==> config.mk <==
export PLATFORM = sky130hd
export DESIGN_NAME = xlat_walker
export DESIGN_NICKNAME = d
export VERILOG_FILES = /design/src/rtl/xlat_pkg.sv /design/src/rtl/xlat_addr_gen.sv /design/src/rtl/xlat_entry_chk.sv /design/src/rtl/xlat_leaf_fmt.sv /design/src/rtl/xlat_walker.sv
export SDC_FILE = /design/constraint.sdc
export NUM_CORES = 1
export LEC_CHECK = 0
export CORE_MARGIN = 2
export CORE_UTILIZATION = 40
export DETAILED_ROUTE_END_ITERATION = 12
export GPL_TIMING_DRIVEN = 0
export PLACE_DENSITY = 0.73
export SLEW_MARGIN = 40
export SYNTH_ARGS = -nofsm -noshare
export SYNTH_HDL_FRONTEND = slang
export SYNTH_SLANG_ARGS = --single-unit
==> constraint.sdc <==
create_clock -name clk_i -period 7.3 [get_ports clk_i]
set_clock_uncertainty 0.1 [all_clocks]
set_input_delay 1.46 -clock clk_i [delete_from_list [all_inputs] [get_ports clk_i]]
set_output_delay 1.46 -clock clk_i [all_outputs]
set_load 0.02 [all_outputs]
==> src/rtl/xlat_pkg.sv <==
package xlat_pkg;
  localparam int OFF_W     = 12;  // 4 KB page offset bits
  localparam int IDX_W     = 9;   // index bits per level
  localparam int ENT_W     = 64;
  localparam int ENT_SH    = 3;   // log2 of entry bytes
  localparam int PAE_TOP_W = 2;   // three-level pointer index bits
  localparam int PAE_SH    = 5;   // three-level root base shift

  localparam int B_PRES = 0;
  localparam int B_WR   = 1;
  localparam int B_USR  = 2;
  localparam int B_PCD  = 4;
  localparam int B_ACC  = 5;
  localparam int B_PS   = 7;
  localparam int B_GLB  = 8;
  localparam int B_PAT  = 12;
  localparam int B_NX   = 63;

  typedef enum logic [1:0] {
    LV_PT  = 2'd0,
    LV_PD  = 2'd1,
    LV_PDP = 2'd2,
    LV_TOP = 2'd3
  } lvl_e;

  typedef enum logic [1:0] {
    FC_NONE    = 2'd0,
    FC_NOTPRES = 2'd1,
    FC_NOEXEC  = 2'd2
  } fcode_e;

  typedef enum logic {
    ST_IDLE = 1'b0,
    ST_WAIT = 1'b1
  } st_e;
endpackage

==> src/rtl/xlat_addr_gen.sv <==
module xlat_addr_gen
  import xlat_pkg::*;
#(
  parameter int VPN_W = 36,
  parameter int PA_W  = 52
) (
  input  logic [VPN_W-1:0] vpn_i,
  input  lvl_e             lvl_i,
  input  logic             long_i,
  input  logic [PA_W-1:0]  tbl_i,
  output logic [PA_W-1:0]  addr_o
);
  logic [IDX_W-1:0] idx;

  always_comb begin
    case (lvl_i)
      LV_TOP:  idx = vpn_i[3*IDX_W +: IDX_W];
      LV_PDP:  idx = long_i ? vpn_i[2*IDX_W +: IDX_W]
                            : IDX_W'(vpn_i[2*IDX_W +: PAE_TOP_W]);
      LV_PD:   idx = vpn_i[IDX_W +: IDX_W];
      default: idx = vpn_i[0 +: IDX_W];
    endcase
  end

  assign addr_o = tbl_i + PA_W'({idx, {ENT_SH{1'b0}}});
endmodule

==> src/rtl/xlat_entry_chk.sv <==
module xlat_entry_chk
  import xlat_pkg::*;
(
  input  lvl_e   lvl_i,
  input  logic   long_i,
  input  logic   nx_en_i,
  input  logic   p_i,
  input  logic   w_i,
  input  logic   u_i,
  input  logic   a_i,
  input  logic   ps_i,
  input  logic   nx_i,
  input  logic   wr_acc_i,
  input  logic   usr_acc_i,
  output fcode_e fcode_o,
  output logic   wr_acc_o,
  output logic   usr_acc_o,
  output logic   leaf_o,
  output logic   big_o,
  output logic   mark_o
);
  logic top_pae, first, nx_bad;

  // three-level pointer level: present check only, no flags touched
  assign top_pae = !long_i && (lvl_i == LV_PDP);
  assign first   = long_i ? (lvl_i == LV_TOP) : (lvl_i == LV_PD);
  assign nx_bad  = nx_i && !nx_en_i && !top_pae;

  always_comb begin
    if (nx_bad)     fcode_o = FC_NOEXEC;
    else if (!p_i)  fcode_o = FC_NOTPRES;
    else            fcode_o = FC_NONE;
  end

  assign big_o  = (lvl_i == LV_PD) && ps_i;
  assign leaf_o = (lvl_i == LV_PT) || big_o;
  assign mark_o = !a_i && !top_pae && !leaf_o;

  assign wr_acc_o  = top_pae ? wr_acc_i  : (first ? w_i : (wr_acc_i & w_i));
  assign usr_acc_o = top_pae ? usr_acc_i : (first ? u_i : (usr_acc_i & u_i));
endmodule

==> src/rtl/xlat_leaf_fmt.sv <==
module xlat_leaf_fmt
  import xlat_pkg::*;
#(
  parameter int VPN_W = 36,
  parameter int PA_W  = 52,
  localparam int FR_W = PA_W - OFF_W
) (
  input  logic [VPN_W-1:0] vpn_i,
  input  logic [FR_W-1:0]  frame_i,
  input  logic             big_i,
  input  logic             long_i,
  input  logic             pat7_i,
  output logic [VPN_W-1:0] vpn_o,
  output logic [PA_W-1:0]  pa_o,
  output logic             pat_o
);
  always_comb begin
    if (big_i) begin
      vpn_o = {vpn_i[VPN_W-1:IDX_W], {IDX_W{1'b0}}};
      pa_o  = {frame_i[FR_W-1:IDX_W], {(IDX_W+OFF_W){1'b0}}};
      pat_o = frame_i[B_PAT-OFF_W];
    end else begin
      vpn_o = vpn_i;
      pa_o  = {frame_i, {OFF_W{1'b0}}};
      pat_o = long_i ? frame_i[B_PAT-OFF_W] : pat7_i;
    end
  end
endmodule

==> src/rtl/xlat_walker.sv <==
module xlat_walker
  import xlat_pkg::*;
#(
  parameter int VA_W   = 48,
  parameter int PA_W   = 52,
  parameter int BASE_W = 40,
  localparam int VPN_W = VA_W - OFF_W,
  localparam int FR_W  = PA_W - OFF_W
) (
  input  logic              clk_i,
  input  logic              rst_ni,
  input  logic              start_i,
  input  logic [VPN_W-1:0]  start_vpn_i,
  input  logic [BASE_W-1:0] start_base_i,
  input  logic              start_long_i,
  input  logic              start_nx_en_i,
  output logic              busy_o,
  output logic              rd_req_o,
  output logic [PA_W-1:0]   rd_addr_o,
  output logic              rd_nocache_o,
  input  logic              rd_vld_i,
  input  logic [ENT_W-1:0]  rd_data_i,
  output logic              wr_req_o,
  output logic [PA_W-1:0]   wr_addr_o,
  output logic [ENT_W-1:0]  wr_data_o,
  output logic              tlb_vld_o,
  output logic [VPN_W-1:0]  tlb_vpn_o,
  output logic [PA_W-1:0]   tlb_pa_o,
  output logic              tlb_big_o,
  output logic              tlb_wr_o,
  output logic              tlb_user_o,
  output logic              tlb_nx_o,
  output logic              tlb_glb_o,
  output logic              tlb_nocache_o,
  output logic              tlb_pat_o,
  output logic              fault_vld_o,
  output logic [1:0]        fault_code_o
);
  st_e              st_q;
  lvl_e             lvl_q;
  logic             long_q, nx_en_q, nx_q, wr_acc_q, usr_acc_q;
  logic [VPN_W-1:0] vpn_q;

  // shared address generator: root address when idle, next level otherwise
  logic [VPN_W-1:0] g_vpn;
  lvl_e             g_lvl;
  logic             g_long;
  logic [PA_W-1:0]  g_tbl, g_addr;

  always_comb begin
    if (st_q == ST_IDLE) begin
      g_vpn  = start_vpn_i;
      g_long = start_long_i;
      g_lvl  = start_long_i ? LV_TOP : LV_PDP;
      g_tbl  = start_long_i ? (PA_W'(start_base_i) << OFF_W)
                            : (PA_W'(start_base_i) << PAE_SH);
    end else begin
      g_vpn  = vpn_q;
      g_long = long_q;
      g_lvl  = lvl_e'(lvl_q - 2'd1);
      g_tbl  = {rd_data_i[PA_W-1:OFF_W], {OFF_W{1'b0}}};
    end
  end

  xlat_addr_gen #(.VPN_W(VPN_W), .PA_W(PA_W)) u_addr (
    .vpn_i  (g_vpn),
    .lvl_i  (g_lvl),
    .long_i (g_long),
    .tbl_i  (g_tbl),
    .addr_o (g_addr)
  );

  fcode_e fc;
  logic   wr_acc_n, usr_acc_n, leaf, big, mark;

  xlat_entry_chk u_chk (
    .lvl_i     (lvl_q),
    .long_i    (long_q),
    .nx_en_i   (nx_en_q),
    .p_i       (rd_data_i[B_PRES]),
    .w_i       (rd_data_i[B_WR]),
    .u_i       (rd_data_i[B_USR]),
    .a_i       (rd_data_i[B_ACC]),
    .ps_i      (rd_data_i[B_PS]),
    .nx_i      (rd_data_i[B_NX]),
    .wr_acc_i  (wr_acc_q),
    .usr_acc_i (usr_acc_q),
    .fcode_o   (fc),
    .wr_acc_o  (wr_acc_n),
    .usr_acc_o (usr_acc_n),
    .leaf_o    (leaf),
    .big_o     (big),
    .mark_o    (mark)
  );

  logic [VPN_W-1:0] leaf_vpn;
  logic [PA_W-1:0]  leaf_pa;
  logic             leaf_pat;

  xlat_leaf_fmt #(.VPN_W(VPN_W), .PA_W(PA_W)) u_leaf (
    .vpn_i   (vpn_q),
    .frame_i (rd_data_i[PA_W-1:OFF_W]),
    .big_i   (big),
    .long_i  (long_q),
    .pat7_i  (rd_data_i[B_PS]),
    .vpn_o   (leaf_vpn),
    .pa_o    (leaf_pa),
    .pat_o   (leaf_pat)
  );

  assign busy_o = (st_q == ST_WAIT);

  always_ff @(posedge clk_i or negedge rst_ni) begin
    if (!rst_ni) begin
      st_q          <= ST_IDLE;
      lvl_q         <= LV_TOP;
      long_q        <= 1'b0;
      nx_en_q       <= 1'b0;
      nx_q          <= 1'b0;
      wr_acc_q      <= 1'b1;
      usr_acc_q     <= 1'b1;
      vpn_q         <= '0;
      rd_req_o      <= 1'b0;
      rd_addr_o     <= '0;
      rd_nocache_o  <= 1'b0;
      wr_req_o      <= 1'b0;
      wr_addr_o     <= '0;
      wr_data_o     <= '0;
      tlb_vld_o     <= 1'b0;
      tlb_vpn_o     <= '0;
      tlb_pa_o      <= '0;
      tlb_big_o     <= 1'b0;
      tlb_wr_o      <= 1'b0;
      tlb_user_o    <= 1'b0;
      tlb_nx_o      <= 1'b0;
      tlb_glb_o     <= 1'b0;
      tlb_nocache_o <= 1'b0;
      tlb_pat_o     <= 1'b0;
      fault_vld_o   <= 1'b0;
      fault_code_o  <= '0;
    end else begin
      rd_req_o    <= 1'b0;
      wr_req_o    <= 1'b0;
      tlb_vld_o   <= 1'b0;
      fault_vld_o <= 1'b0;
      case (st_q)
        ST_IDLE: begin
          if (start_i) begin
            st_q         <= ST_WAIT;
            lvl_q        <= g_lvl;
            long_q       <= start_long_i;
            nx_en_q      <= start_nx_en_i;
            nx_q         <= 1'b0;
            wr_acc_q     <= 1'b1;
            usr_acc_q    <= 1'b1;
            vpn_q        <= start_vpn_i;
            rd_req_o     <= 1'b1;
            rd_addr_o    <= g_addr;
            rd_nocache_o <= 1'b0;
          end
        end
        default: begin
          if (rd_vld_i) begin
            if (fc != FC_NONE) begin
              fault_vld_o  <= 1'b1;
              fault_code_o <= fc;
              st_q         <= ST_IDLE;
            end else if (leaf) begin
              tlb_vld_o     <= 1'b1;
              tlb_vpn_o     <= leaf_vpn;
              tlb_pa_o      <= leaf_pa;
              tlb_big_o     <= big;
              tlb_wr_o      <= wr_acc_n;
              tlb_user_o    <= usr_acc_n;
              tlb_nx_o      <= nx_q;
              tlb_glb_o     <= rd_data_i[B_GLB];
              tlb_nocache_o <= rd_data_i[B_PCD];
              tlb_pat_o     <= leaf_pat;
              st_q          <= ST_IDLE;
            end else begin
              lvl_q        <= g_lvl;
              wr_acc_q     <= wr_acc_n;
              usr_acc_q    <= usr_acc_n;
              if (long_q && lvl_q == LV_TOP) nx_q <= rd_data_i[B_NX];
              rd_req_o     <= 1'b1;
              rd_addr_o    <= g_addr;
              rd_nocache_o <= rd_data_i[B_PCD];
              wr_req_o     <= mark;
              wr_addr_o    <= rd_addr_o;
              wr_data_o    <= rd_data_i | (ENT_W'(1) << B_ACC);
            end
          end
        end
      endcase
    end
  end

  p_wr_with_rd_r4: assert property (@(posedge clk_i) disable iff (!rst_ni)
    wr_req_o |-> rd_req_o)
    else $error("write-back without a companion read");

  p_one_outcome_r9: assert property (@(posedge clk_i) disable iff (!rst_ni)
    !(tlb_vld_o && fault_vld_o))
    else $error("insert and fault in one cycle");

  p_done_idle_r2: assert property (@(posedge clk_i) disable iff (!rst_ni)
    (tlb_vld_o || fault_vld_o) |-> (!busy_o && $past(busy_o)))
    else $error("walk end not aligned with busy");

  p_first_read_r2: assert property (@(posedge clk_i) disable iff (!rst_ni)
    $rose(busy_o) |-> (rd_req_o && !rd_nocache_o))
    else $error("walk start without root read");

  p_req_busy_r2: assert property (@(posedge clk_i) disable iff (!rst_ni)
    rd_req_o |-> busy_o)
    else $error("read while idle");

  p_big_align_r5: assert property (@(posedge clk_i) disable iff (!rst_ni)
    (tlb_vld_o && tlb_big_o) |-> (tlb_vpn_o[IDX_W-1:0] == '0))
    else $error("large page vpn not aligned");

  p_fault_code_r9: assert property (@(posedge clk_i) disable iff (!rst_ni)
    fault_vld_o |-> (fault_code_o != 2'd0))
    else $error("fault without code");
endmodule

==> results of run 1 <==
## final timing paths
| check | cells after the start | slack (ns) | from | end |
|---|---|---|---|---|
| setup / recovery | 15 | 1.68 | busy_o | rd_addr_o[24] |
| hold / removal | 2 | 0.38 | tlb_vpn_o[17] | tlb_vpn_o[17] |
| setup reg to reg | 15 | 1.68 | busy_o | rd_addr_o[24] |
| hold reg to reg | 2 | 0.38 | tlb_vpn_o[17] | tlb_vpn_o[17] |
| max in group asynchronous | 4 | 5.02 | rst_ni | wr_data_o[60] |
| min in group asynchronous | 1 | 0.75 | rst_ni | wr_addr_o[44] |
## worst max-delay path: cells and delay by family, from the launching register on
kind | cells | cell delay, ns
xor+xnor | 1 | 0.24
compound gates | 4 | 1.39
simple gates | 3 | 1.02
fa+ha+maj | 1 | 0.30
flops | 1 | 0.41
buf+inv | 6 | 2.02
## cells by family (layout without fill, tap and decap cells)
kind of cell	Yosys count	after routing
buffers and inverters	98	558
muxes	178	178
xor gates and xnor gates	38	38
adders and majority gates	12	12
and+or+nand+nor	488	488
other	1	20
AOI/OAI and AO/OA	152	152
DFF	296	296
## cell usage in the layout (no fill, tap or decap), types with 5 or more instances in the layout
master / instances
a21oi_1: 29
nand2_1: 373
nor2_1: 32
buf_2: 15
o21ai_0: 43
clkbuf_8: 6
and2_1: 12
nand3_1: 7
buf_4: 22
nor2b_1: 6
o21ai_1: 16
a22o_1: 24
nand4_1: 6
clkbuf_16: 37
clkbuf_1: 48
xnor2_1: 11
conb_1: 18
mux2_2: 124
o21a_1: 5
mux2_1: 14
clkdlybuf4s50_1: 396
and3_1: 6
ha_1: 11
a31oi_1: 6
nor3_1: 8
mux2i_1: 32
inv_1: 8
dfrtp_1: 292
xor2_1: 27
nor4_1: 8
## report_power, final
part           leakage (nW)  internal [mW]  switching [mW]  total [mW]
sequential             3.67           2.43           0.547        2.97
clock                 0.556           1.05           0.677        1.73
combinational          4.61           1.98            2.26        4.24
total                  8.83           5.46            3.48        8.94
## registers in the layout (all words and copies together), names as in the netlist, 2 cells and up
register	count
vpn_q	36
wr_data_o	64
rd_addr_o	49
fault_code_o	2
tlb_pa_o	40
tlb_vpn_o	36
lvl_q	2
wr_addr_o	49
## cell type report
cell class              instances  area, um^2
well taps                     448         561
flip-flops and latches        296        7410
multi-input cells             886        5720
diodes                          2        5.00
fillers                      2857       14100
clock inverters                 9         108
plain buffers                  89         484
repair buffers                401        4090
clock buffers                  50        1030
inverters                       9        33.8
## layer usage
metal / global-route usage [%] / routed length [um] / vias to the layer above
met5: 0 / 28 / -
met4: 10.8 / 1990 / 4
met3: 6.59 / 3910 / 114
met2: 43.6 / 22300 / 501
met1: 34.4 / 19300 / 5481
li1: - / - / 5153
## synth_stat cells (5+ instances only)
cell        n
nand2_1   373
dfrtp_1   292
mux2_2    124
clkbuf_1   43
o21ai_0    43
mux2i_1    32
nor2_1     32
a21oi_1    29
xor2_1     27
a22o_1     24
buf_4      22
o21ai_1    16
buf_2      14
mux2_1     14
and2_1     12
ha_1       11
xnor2_1    11
inv_1       8
nor3_1      8
nor4_1      8
nand3_1     7
a31oi_1     6
and3_1      6
nand4_1     6
nor2b_1     6
buf_1       5
o21a_1      5
==> impl_metrics.csv, run 1 <==
group,metric,value,unit
logic_synthesis,ys_async_sr_fraction,100,%
run_status,outcome,"finished, final reports clean",
logic_synthesis,synth_xor_area_share,2.45,%
grt,grt_pass1_vias,11595,
timing,fmax,178,MHz
logic_synthesis,synth-simple-area-share,15.9,%
clocking,cts_sinks,296,
place,place_ws,1.27,ns
grt,grt_util_all_layers,26.8,%
drt,vias,11253,
power_and_ir_drop,powerDensity,460,nW/um^2
layout,final_core_util,58.0,%
setup_path,cp_slowest_cell,"o31ai_1",
power_and_ir_drop,leakagePower,8.83,nW
floorplanning,core,33500,um^2
place,port_buffers,397,
clocking,cts_hold_buffers,0,
place,globalplace.congestion,0.886,
floorplanning,dieArea,35500,um^2
place,place_area,18300,um^2
drt,ant_nets,0,
clocking,clk_pin_slew,0.06,ns
clocking,insertion_delay,0.51,ns
logic_synthesis,synth_compound_area_share,7.23,%
layout,final_cells,2190,
place,hpwl,36800,um
logic_synthesis,netlist.area_leader.share,53.8,%
clocking,h-tree-depth,2,
clocking,numCtsBuffers,34,
logic_synthesis,synth_edf_count,0,
drt,dr.pass1.iters,5,
layout,fin_nets,1875,
logic_synthesis,synth_area_leaders,"dfrtp_1 54%, nand2_1 10%, mux2_2 10%",
clocking,ctsResizeCount,0,
floorplanning,die_x,188,um
timing,relSlewSlack,48.7,%
setup_path,cp-end-kind,"flop",
clocking,cts_max_path_buffers,3,
logic_synthesis,synthesis.instances,1263,
logic_synthesis,ys_types,65,
floorplanning,start_util,40.5,%
logic_synthesis,synthMuxAreaShare,14.9,%
setup_path,cp-start-kind,"flop",
timing,rsz0062_at_grt,"no",
setup_path,cp_slowest_stage_delay,0.60,ns
floorplanning,ios,417,
layout,drive_gt1_share,14.9,%
logic_synthesis,synth.avg_cell_area,10.8,um^2
setup_path,cp.required,7.57,ns
layout,area_delta_synth_final,43.2,%
hold_path,hp-class,"reg2reg",
drt,vias_per_cell,5.14,
floorplanning,die_height,188,um
logic_synthesis,synthAdderAreaFrac,1.16,%
setup_path,critPathKind,"reg2reg",
grt,gr-total-overflow,0,
logic_synthesis,ys.flop_type,"dfrtp_1",
logic_synthesis,synth_seq_area_share,54.6,%
grt,antenna_found_initial,4,
timing,finalCritPeriodShare,77.0,%
logic_synthesis,synth_top_family_by_area,"simple AND/OR/NAND/NOR gates",
logic_synthesis,netlist_area,13600,um^2
timing,setup_viol,0,
grt,grt_max_degree,74,
clocking,clock-root-buffer,"clkbuf_16",
layout,finalInstanceArea,19500,um^2
power_and_ir_drop,peakVddDrop,0.280,mV
grt,grt_pass1_wl,72000,um
floorplanning,row_count,67,
clocking,post-cts-setup-buffers,0,
place,dp_cells,2129,
timing,whs,0.375,ns
power_and_ir_drop,power,8.94,mW
setup_path,crit_path_cell_trace,"buf_2 -> buf_4 -> buf_2 -> clkbuf_1 -> clkbuf_1 -> buf_1 -> o221ai_1 -> o21ai_0 -> ha_1 -> nand2_1 -> o31ai_1 -> nand4_1 -> or3b_2 -> xnor2_1 -> o21ai_0",
logic_synthesis,synth-seq-cells,296,
setup_path,worstPathArrival,5.89,ns
timing,final_hold_viol_count,0,
clocking,cts_tree,"yes",
setup_path,crit_fanout,10,
drt,drc,0,
timing,slew_viol_final,0,
timing,tns,0,ns
logic_synthesis,yosysTopAreaCell,"dfrtp_1",
timing,setup_ws,1.68,ns
drt,wl_per_cell,21.7,um
timing,period_needed,5.62,ns
drt,wirelength,47500,um
drt,drt_iter0_drc,771,
logic_synthesis,synth_warnings,0,
timing,worst_pin_slew,0.769,ns
flow_run,max_cap_viol_count,0,
Power figures use the tool's default switching activity.
==> run 2: changes to the inputs <==
Clock period 7.3 ns to 5.8 ns, I/O delays scaled along.
==> impl_metrics.csv, run 2 (same netlist as run 1, synthesis figures left out) <==
group,metric,value,unit
setup_path,worstPathArrival,5.84,ns
setup_path,path_buf_inv,3,
layout,final_core_util,58.0,%
clocking,insertion_delay,0.51,ns
layout,fillerInstances,2854,
clocking,clk_pin_slew,0.06,ns
drt,wl_per_cell,21.7,um
power_and_ir_drop,peakVddDrop,0.354,mV
drt,drt-met1-wl,19400,um
clocking,cts_hold_buffers,0,
clocking,h-tree-depth,2,
floorplanning,die_x,188,um
timing,fmax,179,MHz
layout,reg_top3,"wr_data_o x64, rd_addr_o x49, wr_addr_o x49",
drt,dr.pass1.iters,5,
floorplanning,dieArea,35500,um^2
timing,relSlewSlack,49.0,%
timing,final_hold_viol_count,0,
drt,routed-wl-met2,22300,um
setup_path,cp-end-kind,"flop",
place,dp_cells,2129,
clocking,post-cts-setup-buffers,0,
timing,rsz0062_at_grt,"no",
setup_path,reg2reg_depth,16,
floorplanning,core,33500,um^2
hold_path,whs_path_depth,2,
setup_path,worstReg2RegStart,"lvl_q[0]",
power_and_ir_drop,leakagePower,8.83,nW
layout,largest_reg_flops,64,
clocking,ctsResizeCount,0,
drt,wirelength,47500,um
clocking,clock-root-buffer,"clkbuf_16",
run_status,outcome,"finished, final reports clean",
layout,final_cells,2189,
hold_path,hp-class,"reg2reg",
layout,final_common_cell,"clkdlybuf4s50_1",
setup_path,cp_slowest_stage_delay,0.64,ns
floorplanning,ios,417,
setup_path,cp_slowest_cell,"dfstp_2",
layout,area_delta_synth_final,43.2,%
floorplanning,die_height,188,um
grt,antenna_found_initial,4,
timing,finalCritPeriodShare,96.1,%
setup_path,r2r_setup_slack,0.23,ns
setup_path,critPathKind,"reg2reg",
power_and_ir_drop,power,11.2,mW
drt,highest_layer,"met5",
power_and_ir_drop,powerDensity,578,nW/um^2
hold_path,hp-start,"tlb_vpn_o[17]",
setup_path,crit_fanout,10,
timing,period_needed,5.57,ns
setup_path,cp_top_family,"compound AO/OA/AOI/OAI gates",
floorplanning,start_util,40.5,%
layout,drive_gt1_share,15.0,%
flow_run,max_cap_viol_count,0,
layout,fin_nets,1874,
setup_path,cp-start-kind,"flop",
grt,gr-total-overflow,0,
timing,setup_viol,0,
setup_path,cp.required,6.07,ns
timing,worst_pin_slew,0.765,ns
drt,ant_nets,0,
clocking,cts_tree,"yes",
floorplanning,row_count,67,
grt,grt_pass1_vias,11595,
drt,drt_iter0_drc,760,
drt,vias_per_cell,5.13,
setup_path,crit_path_cell_trace,"clkbuf_1 -> inv_1 -> ha_1 -> clkbuf_1 -> o21a_1 -> a221oi_1 -> a211oi_1 -> ha_1 -> fa_1 -> nand3_1 -> a21o_1 -> a2111oi_4 -> nand3_1 -> nor4b_1 -> xor2_1 -> o21ai_1",
drt,drc,0,
grt,grt_max_degree,74,
grt,grt_util_all_layers,26.8,%
layout,top_register,"wr_data_o",
hold_path,min_to,"tlb_vpn_o[17]",
drt,wl_met3,3800,um
clocking,numCtsBuffers,34,
place,hpwl,36800,um
place,port_buffers,397,
drt,vias,11223,
place,globalplace.congestion,0.886,
grt,grt_pass1_wl,72000,um
setup_path,timing.rr.end,"rd_addr_o[25]",
clocking,cts_max_path_buffers,3,
layout,layout_common_cells,"396 x clkdlybuf4s50_1, 373 x nand2_1, 292 x dfrtp_1, 124 x mux2_2, 47 x clkbuf_1",
timing,slew_viol_final,0,
clocking,cts_sinks,296,
[run 2: cell types whose count changed in the layout (fill, tap and decap cells not counted), sizes merged]
cell / previous run / this run
clkbuf: 93 / 92
[run 2: layout make-up]
cell class	instances	area (um^2)	area share [%]
Buffer	88	480	2.47
Tap cell	448	561	2.88
Sequential cell	296	7410	38.1
Inverter	9	33.8	0.174
Multi-Input combinational cell	886	5730	29.5
Antenna cell	2	5.00	0.0257
Clock inverter	9	108	0.553
Clock buffer	50	1030	5.32
Timing Repair Buffer	401	4090	21.0
[run 2: power by group]
group	leakage [nW]	total (mW)	internal, mW	switching (mW)
combinational	4.61	5.33	2.49	2.84
sequential	3.67	3.74	3.05	0.687
clock	0.556	2.18	1.33	0.853
[run 2: worst reg2reg max path, delay by kind of cell, from the launching register on]
kind                       cells  cell delay (ns)
xor gates and xnor gates       1             0.27
and+or+nand+nor                3             0.84
AOI/OAI and AO/OA              6             1.60
buffers and inverters          3             1.04
DFF                            1             0.64
adders and majority gates      3             0.95
[run 2: routing by layer]
| metal | up-vias | track usage (%) |
|---|---|---|
| li1 | 5161 | - |
| met1 | 5483 | 34.4 |
| met2 | 461 | 43.6 |
| met3 | 114 | 6.59 |
| met4 | 4 | 10.8 |
| met5 | - | 0 |
[run 2: metrics by stage]
stage	cell area, um^2	setup slack (ns)	TNS [ns]	hold WS, ns
after floorplan	13700	0.994	0	0.338
after CTS	19400	0.202	0	0.376
after global routing	19400	0.0150	0	0.391
final	19500	0.228	0	0.375
after detailed placement	18300	0.0703	0	0.362
after global placement	18200	-9.31	-2732.23	0.350
[run 2: worst max path at each step]
stage                 start       endpoint  slack, ns  cells after the start
3_3_place_gp         rst_ni  wr_data_o[55]      -9.31                      1
2_1_floorplan  start_long_i  rd_addr_o[42]       0.99                     20
4_1_cts              busy_o  rd_addr_o[44]       0.20                     16
5_1_grt            lvl_q[0]  rd_addr_o[25]       0.01                     16
6_report           lvl_q[0]  rd_addr_o[25]       0.23                     16
3_5_place_dp   start_long_i  rd_addr_o[44]       0.07                     20
